[config.mk]
export PLATFORM = sky130hd
export DESIGN_NAME = burst_col_gen
export DESIGN_NICKNAME = d
export VERILOG_FILES = /design/src/rtl/burst_col_pkg.sv /design/src/rtl/burst_mode_reg.sv /design/src/rtl/burst_col_map.sv /design/src/rtl/burst_beat_seq.sv /design/src/rtl/burst_col_gen.sv
export SDC_FILE = /design/constraint.sdc
export NUM_CORES = 1
export LEC_CHECK = 0
export ABC_AREA = 0
export BUFFER_PORTS_ARGS = -buffer_cell sky130_fd_sc_hd__buf_2
export CAP_MARGIN = 20
export CORE_MARGIN = 5
export CORE_UTILIZATION = 56
export CTS_CLUSTER_SIZE = 20
export DETAILED_ROUTE_END_ITERATION = 8
export GPL_TIMING_DRIVEN = 0
export HOLD_SLACK_MARGIN = 0.15
export PLACE_DENSITY = 0.79
export SLEW_MARGIN = 20
export SYNTH_ARGS = -nofsm -noshare
export SYNTH_HDL_FRONTEND = slang
export SYNTH_SLANG_ARGS = --single-unit
[constraint.sdc]
create_clock -name clk -period 3.5 [get_ports clk]
set_input_delay 0.35 -clock clk [delete_from_list [all_inputs] [get_ports clk]]
set_output_delay 0.35 -clock clk [all_outputs]
set_load 0.02 [all_outputs]
[src/rtl/burst_col_pkg.sv]
package burst_col_pkg;

   typedef struct packed {
      logic [2:0] len;
      logic       ilv;
      logic [2:0] lat;
   } mode_cfg_t;

   localparam logic [2:0] LEN_FULL = 3'b111;

   localparam mode_cfg_t CFG_RST = '{len: 3'b010, ilv: 1'b0, lat: 3'b010};

   function automatic logic len_legal(input logic [2:0] c);
      return (c <= 3'd3) || (c == LEN_FULL);
   endfunction

   function automatic logic lat_legal(input logic [2:0] c);
      return (c >= 3'd1) && (c <= 3'd3);
   endfunction

endpackage

[src/rtl/burst_mode_reg.sv]
module burst_mode_reg
   import burst_col_pkg::*;
#(
   parameter int KEY_W = 12
) (
   input  logic             clk,
   input  logic             rst_n,
   input  logic             cke,
   input  logic             wr,
   input  logic [KEY_W-1:0] key,
   output mode_cfg_t        cfg,
   output logic             err
);

   generate
      if (KEY_W < 8) begin : g_bad_key
         $error("burst_mode_reg: KEY_W must be at least 8");
      end
   endgenerate

   mode_cfg_t cand;
   logic      upper_clr;
   logic      ok;

   always_comb begin
      cand      = '{len: key[2:0], ilv: key[3], lat: key[6:4]};
      upper_clr = ~|key[KEY_W-1:7];
      ok        = upper_clr && len_legal(cand.len) && lat_legal(cand.lat)
                  && !((cand.len == LEN_FULL) && cand.ilv);
   end

   always_ff @(posedge clk or negedge rst_n) begin
      if (!rst_n) begin
         cfg <= CFG_RST;
         err <= 1'b0;
      end else if (cke && wr) begin
         if (ok) begin
            cfg <= cand;
            err <= 1'b0;
         end else begin
            err <= 1'b1;
         end
      end
   end

endmodule

[src/rtl/burst_col_map.sv]
module burst_col_map #(
   parameter int COL_W = 9
) (
   input  logic [COL_W-1:0] base,
   input  logic [COL_W-1:0] beat,
   input  logic [COL_W-1:0] mask,
   input  logic             ilv,
   output logic [COL_W-1:0] col
);

   logic [COL_W-1:0] mix;

   assign mix = ilv ? (base ^ beat) : (base + beat);

   // Bits under the mask follow the ordering rule; the rest keep the start column.
   generate
      for (genvar i = 0; i < COL_W; i++) begin : g_bit
         assign col[i] = mask[i] ? mix[i] : base[i];
      end
   endgenerate

endmodule

[src/rtl/burst_beat_seq.sv]
module burst_beat_seq
   import burst_col_pkg::*;
#(
   parameter int COL_W = 9
) (
   input  logic             clk,
   input  logic             rst_n,
   input  logic             cke,
   input  logic             start,
   input  logic             stop,
   input  logic [COL_W-1:0] start_col,
   input  mode_cfg_t        cfg,
   output logic [COL_W-1:0] col,
   output logic             busy,
   output logic             last
);

   generate
      if (COL_W < 3) begin : g_bad_col
         $error("burst_beat_seq: COL_W must cover an 8-beat block");
      end
   endgenerate

   logic [COL_W-1:0] base_q, beat_q, mask_q;
   logic             ilv_q, full_q;
   logic [COL_W-1:0] beat_nx, col_step, mask_d;
   logic             full_d;

   assign full_d  = (cfg.len == LEN_FULL);
   assign mask_d  = full_d ? {COL_W{1'b1}} : ~({COL_W{1'b1}} << cfg.len[1:0]);
   assign beat_nx = beat_q + 1'b1;

   burst_col_map #(.COL_W(COL_W)) u_map (
      .base (base_q),
      .beat (beat_nx),
      .mask (mask_q),
      .ilv  (ilv_q),
      .col  (col_step)
   );

   always_ff @(posedge clk or negedge rst_n) begin
      if (!rst_n) begin
         base_q <= '0;
         beat_q <= '0;
         mask_q <= '0;
         ilv_q  <= 1'b0;
         full_q <= 1'b0;
         col    <= '0;
         busy   <= 1'b0;
         last   <= 1'b0;
      end else if (cke) begin
         if (start) begin
            base_q <= start_col;
            beat_q <= '0;
            mask_q <= mask_d;
            ilv_q  <= cfg.ilv;
            full_q <= full_d;
            col    <= start_col;
            busy   <= 1'b1;
            last   <= !full_d && (mask_d == '0);
         end else if (stop) begin
            busy <= 1'b0;
            last <= 1'b0;
         end else if (busy) begin
            if (last) begin
               busy <= 1'b0;
               last <= 1'b0;
            end else begin
               beat_q <= beat_nx;
               col    <= col_step;
               last   <= !full_q && (beat_nx == mask_q);
            end
         end
      end
   end

endmodule

[src/rtl/burst_col_gen.sv]
module burst_col_gen
   import burst_col_pkg::*;
#(
   parameter int COL_W = 9,
   parameter int KEY_W = 12
) (
   input  logic             clk,
   input  logic             rst_n,
   input  logic             cke,
   input  logic             mode_wr,
   input  logic [KEY_W-1:0] mode_key,
   input  logic             start,
   input  logic [COL_W-1:0] start_col,
   input  logic             stop,
   output logic [COL_W-1:0] col_out,
   output logic             busy,
   output logic             last_beat,
   output logic             mode_err,
   output logic [2:0]       lat_code
);

   mode_cfg_t cfg;

   burst_mode_reg #(.KEY_W(KEY_W)) u_mode (
      .clk   (clk),
      .rst_n (rst_n),
      .cke   (cke),
      .wr    (mode_wr),
      .key   (mode_key),
      .cfg   (cfg),
      .err   (mode_err)
   );

   burst_beat_seq #(.COL_W(COL_W)) u_seq (
      .clk       (clk),
      .rst_n     (rst_n),
      .cke       (cke),
      .start     (start),
      .stop      (stop),
      .start_col (start_col),
      .cfg       (cfg),
      .col       (col_out),
      .busy      (busy),
      .last      (last_beat)
   );

   assign lat_code = cfg.lat;

endmodule

==> impl_metrics.tcl, run 1 <==
set metrics [dict create \
    r2r_cells 10 \
    finalMaxSlewViolations 0 \
    synth.net_count 307 \
    min_period_ns 3.05 \
    buffer_ports.inserted 41 \
    final_net_count 355 \
    critical_path_cell_sequence "ha_1 > nand3_1 > or2_2 > xnor2_1 > ha_1 > or4_1 > a21oi_1 > o21a_1 > o31ai_1 > mux2_2" \
    grt_overflow 0 \
    viasPerCell 5.81 \
    reg2reg_setup_slack_ns 0.45 \
    cap_viol_max_count 0 \
    worstSetupEndpointType "flip-flop" \
    tns_ns 0 \
    core-area_sq_mm 0.00438 \
    layout.cells.non_filler 369 \
    post_synthesis_sequential_element_count 42 \
    post-cts-setup-buffers 0 \
    synth-edff-count 0 \
    floorplan.rows 24 \
    cp-start-kind "flip-flop" \
    outcome "completed" \
    critical_path_class "reg -> reg" \
    actual_transition_at_the_worst_max_transition_pin_ns 0.939 \
    power.density_mw_per_mm2 438 \
    placement.cell_area_sq_mm 0.00280 \
    route.detailed.drc 0 \
    whs_ns 0.170 \
    worst_r2r_startpoint "u_seq.beat_q[0]" \
    slowest_delay_ns 0.48 \
    area_growth_pct 14.2 \
    die_area_sq_mm 0.00596 \
    vdd.ir_drop.worst_uv 300 \
    grt_max_degree 43 \
    worst_slew_margin_rel_pct 37.4 \
    synth_cell_types 49 \
    layout-drive-gt1-share_pct 24.0 \
    critical_path.n_buffers_inverters 0 \
    grt_pass1_wl_mm 9.97 \
    syn-cell-area_sq_mm 0.00253 \
    dp.cells 361 \
    worst_path_cell_with_the_longest_stage_delay "sky130_fd_sc_hd__dfrtp_1" \
    cts_resized 0 \
    synth_seq_area_share_pct 41.6 \
    finalSetupViolCount 0 \
    detailedRoute.firstIterationViolations 121 \
    timing.fmax_mhz 327 \
    clock_tree_skew_after_final_layout_ns 0.0128 \
    critical_path_peak_fanout 7 \
    groute.usage.overall_pct 20.8 \
    cp.arrival_ns 3.24 \
    antenna_violations_before_repair 0 \
    place_congestion 0.886 \
    top_level_ports 42 \
    clock_tree.root_cell "sky130_fd_sc_hd__clkbuf_8" \
    numClockSinks 42 \
    post-dp-hpwl_mm 4.32 \
    first_global_vias 2107 \
    ant_nets 0 \
    critical-path-top-delay-family "simple AND/OR/NAND/NOR gates" \
    finalInstanceArea_sq_mm 0.00289 \
    worst-path-stages 10 \
    via_count_of_the_routed_design 2144 \
    die-height_microns 77.2 \
    syn_avg_cell_area_sq_um 9.44 \
    crit_start "u_seq.beat_q[0]" \
    clk-insertion-delay-late_ns 0.31 \
    clock_tree.htree_level_count 2 \
    insertedDiodeCount 0 \
    cts_hold_repair.buffers 0 \
    hold_viol_final 0 \
    floorplan.initialDensity_pct 57.7 \
    static-leakage-power_nw 1.41 \
    wirelength_mm 5.83 \
    postSynth.asyncResetShare_pct 100 \
    critPathRequiredTime_ns 3.69 \
    period_share_pct 87.3 \
    synth_ff_type "sky130_fd_sc_hd__dfrtp_1" \
    grt_setup_unrepaired "no" \
    dieWidth_microns 77.2 \
    dr.pass1.iters 4 \
    tritoncts "done" \
    clk_slew_on_worst_s_h_paths_ns 0.09 \
    wl_per_cell_microns 15.8 \
    critPathMostFrequentCell "sky130_fd_sc_hd__ha_1" \
    timing.rr.end "u_seq.col[7]" \
    path_category_of_the_worst_min_delay_check "in -> async" \
    numCtsBuffers 5 \
    synthesis.yosys.warnings 0 \
    postSynthCellCount 268 \
    ctsLongestPathBuffers 2 \
]
final cells by class:
type                    instances  area [sq um]
plain buffers                  14          81.3
clock buffers                   5          68.8
clock inverters                 3          21.3
fillers                       367          1490
inverters                      13          48.8
multi-input cells             199          1350
flip-flops and latches         42          1050
well taps                      52          65.1
repair buffers                 41           205
power breakdown:
group,total [mW],switching [mW],internal (mW),leakage [nW]
registers,0.579,0.0420,0.537,0.525
clock network,0.321,0.181,0.140,0.0441
logic,0.367,0.208,0.159,0.840
total,1.27,0.431,0.836,1.41
how the worst max path moves through the flow:
| stage | end | slack [ns] |
|---|---|---|
| floorplan | u_seq.col[7] | 0.84 |
| detailed placement | u_seq.col[7] | 0.50 |
| CTS | u_seq.col[7] | 0.47 |
| global placement | u_seq.col[7] | 0.54 |
| global route | u_seq.col[7] | 0.29 |
| finish | u_seq.col[7] | 0.45 |
per-stage QoR:
| step | power (mW) | setup slack (ns) | util, % |
|---|---|---|---|
| floorplan | 0.842 | 0.842 | - |
| global placement | 0.941 | 0.545 | 63.9 |
| detailed placement | 0.953 | 0.497 | 63.9 |
| CTS | 1.28 | 0.472 | 66.0 |
| global route | 1.36 | 0.291 | 66.0 |
| finish | 1.27 | 0.446 | 66.0 |
layer usage:
layer,part of all wire (%),vias to the layer above,track usage [%]
met5,0,-,0
met4,1.3,0,7.04
met3,6.8,7,4.57
met2,48,75,32.7
met1,44,1007,28.2
li1,-,1055,-
placed cells by master (no fill, tap or decap), types with 2 or more instances in the layout:
cell / count
sky130_fd_sc_hd__nor3_1: 7
sky130_fd_sc_hd__nand2_1: 37
sky130_fd_sc_hd__nor2_1: 11
sky130_fd_sc_hd__or2_2: 2
sky130_fd_sc_hd__o211ai_1: 3
sky130_fd_sc_hd__nor2b_1: 4
sky130_fd_sc_hd__dfstp_2: 2
sky130_fd_sc_hd__buf_4: 5
sky130_fd_sc_hd__xor2_1: 6
sky130_fd_sc_hd__clkbuf_8: 6
sky130_fd_sc_hd__buf_2: 41
sky130_fd_sc_hd__mux2i_1: 5
sky130_fd_sc_hd__a22o_1: 3
sky130_fd_sc_hd__clkbuf_1: 7
sky130_fd_sc_hd__o21ai_0: 22
sky130_fd_sc_hd__a21o_1: 4
sky130_fd_sc_hd__nor4_1: 2
sky130_fd_sc_hd__nand4_1: 3
sky130_fd_sc_hd__o21a_1: 2
sky130_fd_sc_hd__ha_1: 11
sky130_fd_sc_hd__a211oi_1: 3
sky130_fd_sc_hd__o31ai_1: 4
sky130_fd_sc_hd__nand3_1: 4
sky130_fd_sc_hd__a21oi_1: 12
sky130_fd_sc_hd__o2111ai_1: 3
sky130_fd_sc_hd__nand2b_1: 6
sky130_fd_sc_hd__dfrtp_1: 40
sky130_fd_sc_hd__inv_1: 13
sky130_fd_sc_hd__or4_1: 2
sky130_fd_sc_hd__or3_1: 3
sky130_fd_sc_hd__mux2_2: 14
sky130_fd_sc_hd__a31oi_1: 2
sky130_fd_sc_hd__xnor2_1: 6
sky130_fd_sc_hd__and3_1: 3
synth_stat cells (2+ instances only):
cell type / instances / area share, %
sky130_fd_sc_hd__or4_1: 2 / 0.59
sky130_fd_sc_hd__a21o_1: 4 / 1.2
sky130_fd_sc_hd__a22o_1: 3 / 1.0
sky130_fd_sc_hd__o2111ai_1: 3 / 1.0
sky130_fd_sc_hd__or2_2: 2 / 0.49
sky130_fd_sc_hd__nor2b_1: 4 / 0.99
sky130_fd_sc_hd__a21oi_1: 12 / 2.4
sky130_fd_sc_hd__o211ai_1: 3 / 0.89
sky130_fd_sc_hd__o31ai_1: 4 / 1.2
sky130_fd_sc_hd__nand2_1: 37 / 5.5
sky130_fd_sc_hd__buf_4: 5 / 1.5
sky130_fd_sc_hd__nand2b_1: 6 / 1.5
sky130_fd_sc_hd__a31oi_1: 2 / 0.49
sky130_fd_sc_hd__clkbuf_1: 7 / 1.0
sky130_fd_sc_hd__or3_1: 3 / 0.74
sky130_fd_sc_hd__nor4_1: 2 / 0.49
sky130_fd_sc_hd__dfstp_2: 2 / 2.1
sky130_fd_sc_hd__a211oi_1: 3 / 0.89
sky130_fd_sc_hd__nor2_1: 11 / 1.6
sky130_fd_sc_hd__ha_1: 11 / 5.4
sky130_fd_sc_hd__xnor2_1: 6 / 2.1
sky130_fd_sc_hd__mux2_2: 14 / 6.2
sky130_fd_sc_hd__dfrtp_1: 40 / 40
sky130_fd_sc_hd__nand3_1: 4 / 0.79
sky130_fd_sc_hd__xor2_1: 6 / 2.1
sky130_fd_sc_hd__nand4_1: 3 / 0.74
sky130_fd_sc_hd__nor3_1: 7 / 1.4
sky130_fd_sc_hd__o21a_1: 2 / 0.59
sky130_fd_sc_hd__o21ai_0: 22 / 4.4
sky130_fd_sc_hd__inv_1: 13 / 1.9
sky130_fd_sc_hd__and3_1: 3 / 0.74
sky130_fd_sc_hd__mux2i_1: 5 / 2.0
state kept, by name, indices dropped and copies added (netlist names):
signal        count
u_mode.err        1
u_seq.mask_q      4
u_seq.ilv_q       1
u_seq.beat_q      9
u_seq.last        1
u_seq.col         9
u_seq.busy        1
u_mode.cfg        7
u_seq.base_q      9
kinds of logic (layout without fill, tap and decap cells):
| kind of cell | count (synthesis) | count (layout) | synth area share (%) |
|---|---|---|---|
| and+or+nand+nor | 90 | 90 | 17.9 |
| AOI/OAI and AO/OA | 66 | 66 | 16.8 |
| DFF | 42 | 42 | 41.6 |
| buffers and inverters | 27 | 76 | 5.14 |
| muxes | 19 | 19 | 8.21 |
| adders and majority gates | 12 | 12 | 6.23 |
| xor gates and xnor gates | 12 | 12 | 4.15 |
(Power assumes the default switching activity.)
==> run 2: changes to the inputs <==
CORE_UTILIZATION = 51   (was 56)
PLACE_DENSITY = 0.83   (was 0.79)
==> run 2 against run 1 <==
Effect of this change: clock power is 45% higher; via count is 1.2% higher; clock skew is 0.0084 ns lower.
==> impl_metrics.tcl, run 2 (synthesis gave the netlist of run 1 again) <==
set metrics [dict create \
    outcome "completed" \
    cp.arrival_ns 3.27 \
    static-leakage-power_nw 1.45 \
    worstSetupEndpointType "flip-flop" \
    route.detailed.drc 0 \
    final_common_cell "sky130_fd_sc_hd__buf_2" \
    p_sw_uw 436 \
    power.internal_uw 985 \
    switching_share_pct 30.7 \
    min_period_ns 3.08 \
    most-common-layout-cells "41 x sky130_fd_sc_hd__buf_2, 40 x sky130_fd_sc_hd__dfrtp_1, 37 x sky130_fd_sc_hd__nand2_1, 22 x sky130_fd_sc_hd__o21ai_0, 14 x sky130_fd_sc_hd__mux2_2" \
    period_share_pct 88.1 \
    clk_slew_on_worst_s_h_paths_ns 0.08 \
    buffer_ports.inserted 41 \
    pwr-share-comb_pct 26.4 \
    first_global_vias 2152 \
    power_frac_clock_pct 32.9 \
    via_count_of_the_routed_design 2170 \
    power.density_mw_per_mm2 475 \
    cap_viol_max_count 0 \
    die_area_sq_mm 0.00647 \
    floorplan.rows 25 \
    groute.usage.overall_pct 20.5 \
    dieWidth_microns 80.5 \
    post-cts-setup-buffers 0 \
    finalSetupViolCount 0 \
    critical_path_cell_sequence "ha_1 > nand3_1 > or2_2 > xnor2_1 > ha_1 > or4_1 > a21oi_1 > o21a_1 > o31ai_1 > mux2_2" \
    hold_viol_final 0 \
    path_category_of_the_worst_min_delay_check "in -> reg" \
    worst-path-stages 10 \
    viasPerCell 5.62 \
    grt_overflow 0 \
    vdd.ir_drop.worst_uv 353 \
    area_growth_pct 18.0 \
    actual_transition_at_the_worst_max_transition_pin_ns 0.743 \
    core-area_sq_mm 0.00479 \
    finalMaxSlewViolations 0 \
    grt_setup_unrepaired "no" \
    post-dp-hpwl_mm 4.37 \
    slowest_delay_ns 0.48 \
    insertedDiodeCount 0 \
    placement.cell_area_sq_mm 0.00282 \
    critical_path_peak_fanout 7 \
    ctsLongestPathBuffers 2 \
    antenna_violations_before_repair 0 \
    reg.largest.list "u_seq.base_q x9, u_seq.beat_q x9, u_seq.col x9" \
    worstHoldPathCells 3 \
    top_level_ports 42 \
    ant_nets 0 \
    timing.fmax_mhz 324 \
    wirelength_mm 5.97 \
    finalInstanceArea_sq_mm 0.00299 \
    critPathMostFrequentCell "sky130_fd_sc_hd__ha_1" \
    critical_path.n_buffers_inverters 0 \
    grt_max_degree 43 \
    worst_path_cell_with_the_longest_stage_delay "sky130_fd_sc_hd__dfrtp_1" \
    detailedRoute.firstIterationViolations 237 \
    final_critical_path_setup_slack_ns 0.418 \
    tritoncts "done" \
    dp_slack_ns 0.507 \
    floorplan.initialDensity_pct 52.9 \
    critPathRequiredTime_ns 3.69 \
    seq_power_share_pct 40.7 \
    dr.pass1.iters 6 \
    tns_ns 0 \
    clock_tree.root_cell "sky130_fd_sc_hd__clkbuf_8" \
    whs_ns 0.264 \
    clock_tree_skew_after_final_layout_ns 0.00447 \
    clk-insertion-delay-late_ns 0.30 \
    cp-start-kind "flip-flop" \
    cts_resized 0 \
    numCtsBuffers 5 \
    die-height_microns 80.5 \
    layout-drive-gt1-share_pct 24.1 \
    clock_tree.htree_level_count 2 \
    wl_per_cell_microns 15.5 \
    critical-path-top-delay-family "simple AND/OR/NAND/NOR gates" \
    final_net_count 357 \
    grt_pass1_wl_mm 10.3 \
    place_congestion 0.876 \
    numClockSinks 42 \
    critical_path_class "reg -> reg" \
    worst_slew_margin_rel_pct 50.3 \
    r2r_cells 10 \
]
run 2: power groups by stage:
| stage | Clock, mW | Combinational, mW | Sequential [mW] |
|---|---|---|---|
| 3_5_place_dp | 0 | 0.367 | 0.587 |
| 3_3_place_gp | 0 | 0.353 | 0.585 |
| 4_1_cts | 0.476 | 0.369 | 0.578 |
| 2_1_floorplan | 0 | 0.237 | 0.605 |
| 5_1_grt | 0.504 | 0.419 | 0.588 |
| 6_report | 0.467 | 0.374 | 0.579 |
run 2: metrics by stage:
stage	std cells	total power, mW	utilization (%)
CTS	384	1.42	61.8
detailed placement	376	0.954	58.9
global route	386	1.51	62.4
global placement	376	0.938	58.9
floorplan	268	0.842	-
finish	386	1.42	62.4
run 2: timing repair:
item | CTS | global route
hold endpoints to repair | 0 | 17
hold buffers | 0 | 1
endpoints found under the setup margin | 0 | 0
run 2: worst reg2reg max path: stages (launching register included):
cell and delay, ns:
sky130_fd_sc_hd__dfrtp_1 0.48, sky130_fd_sc_hd__ha_1 0.22, sky130_fd_sc_hd__nand3_1 0.24, sky130_fd_sc_hd__or2_2 0.40
sky130_fd_sc_hd__xnor2_1 0.19, sky130_fd_sc_hd__ha_1 0.27, sky130_fd_sc_hd__or4_1 0.47, sky130_fd_sc_hd__a21oi_1 0.22
sky130_fd_sc_hd__o21a_1 0.15, sky130_fd_sc_hd__o31ai_1 0.06, sky130_fd_sc_hd__mux2_2 0.26
run 2: layout make-up:
cell class / instances / area (sq um)
Tap cell: 67 / 83.8
Fill cell: 421 / 1800
Timing Repair Buffer: 43 / 235
Buffer: 14 / 81.3
Multi-Input combinational cell: 199 / 1350
Clock inverter: 3 / 68.8
Inverter: 13 / 48.8
Sequential cell: 42 / 1050
Clock buffer: 5 / 68.8
run 2: final timing paths:
check	from	endpoint	slack [ns]
setup / recovery	u_seq.beat_q[0]	u_seq.col[7]	0.42
max in group asynchronous	rst_n	u_mode.cfg[5]	2.41
min in group asynchronous	rst_n	u_seq.beat_q[2]	0.53
hold reg to reg	u_seq.col[0]	u_seq.col[0]	0.48
hold / removal	start_col[3]	u_seq.base_q[3]	0.26
setup reg to reg	u_seq.beat_q[0]	u_seq.col[7]	0.42
run 2: per-layer routing:
layer  part of all wire [%]  global-route usage [%]  wire, microns  vias to the layer above
met3                    6.0                    4.15            359                       16
li1                       -                       -              -                     1049
met1                     45                    28.0           2710                     1017
met5                      0                       0              0                        -
met4                    2.6                    8.45            158                        0
met2                     46                    31.6           2750                       88
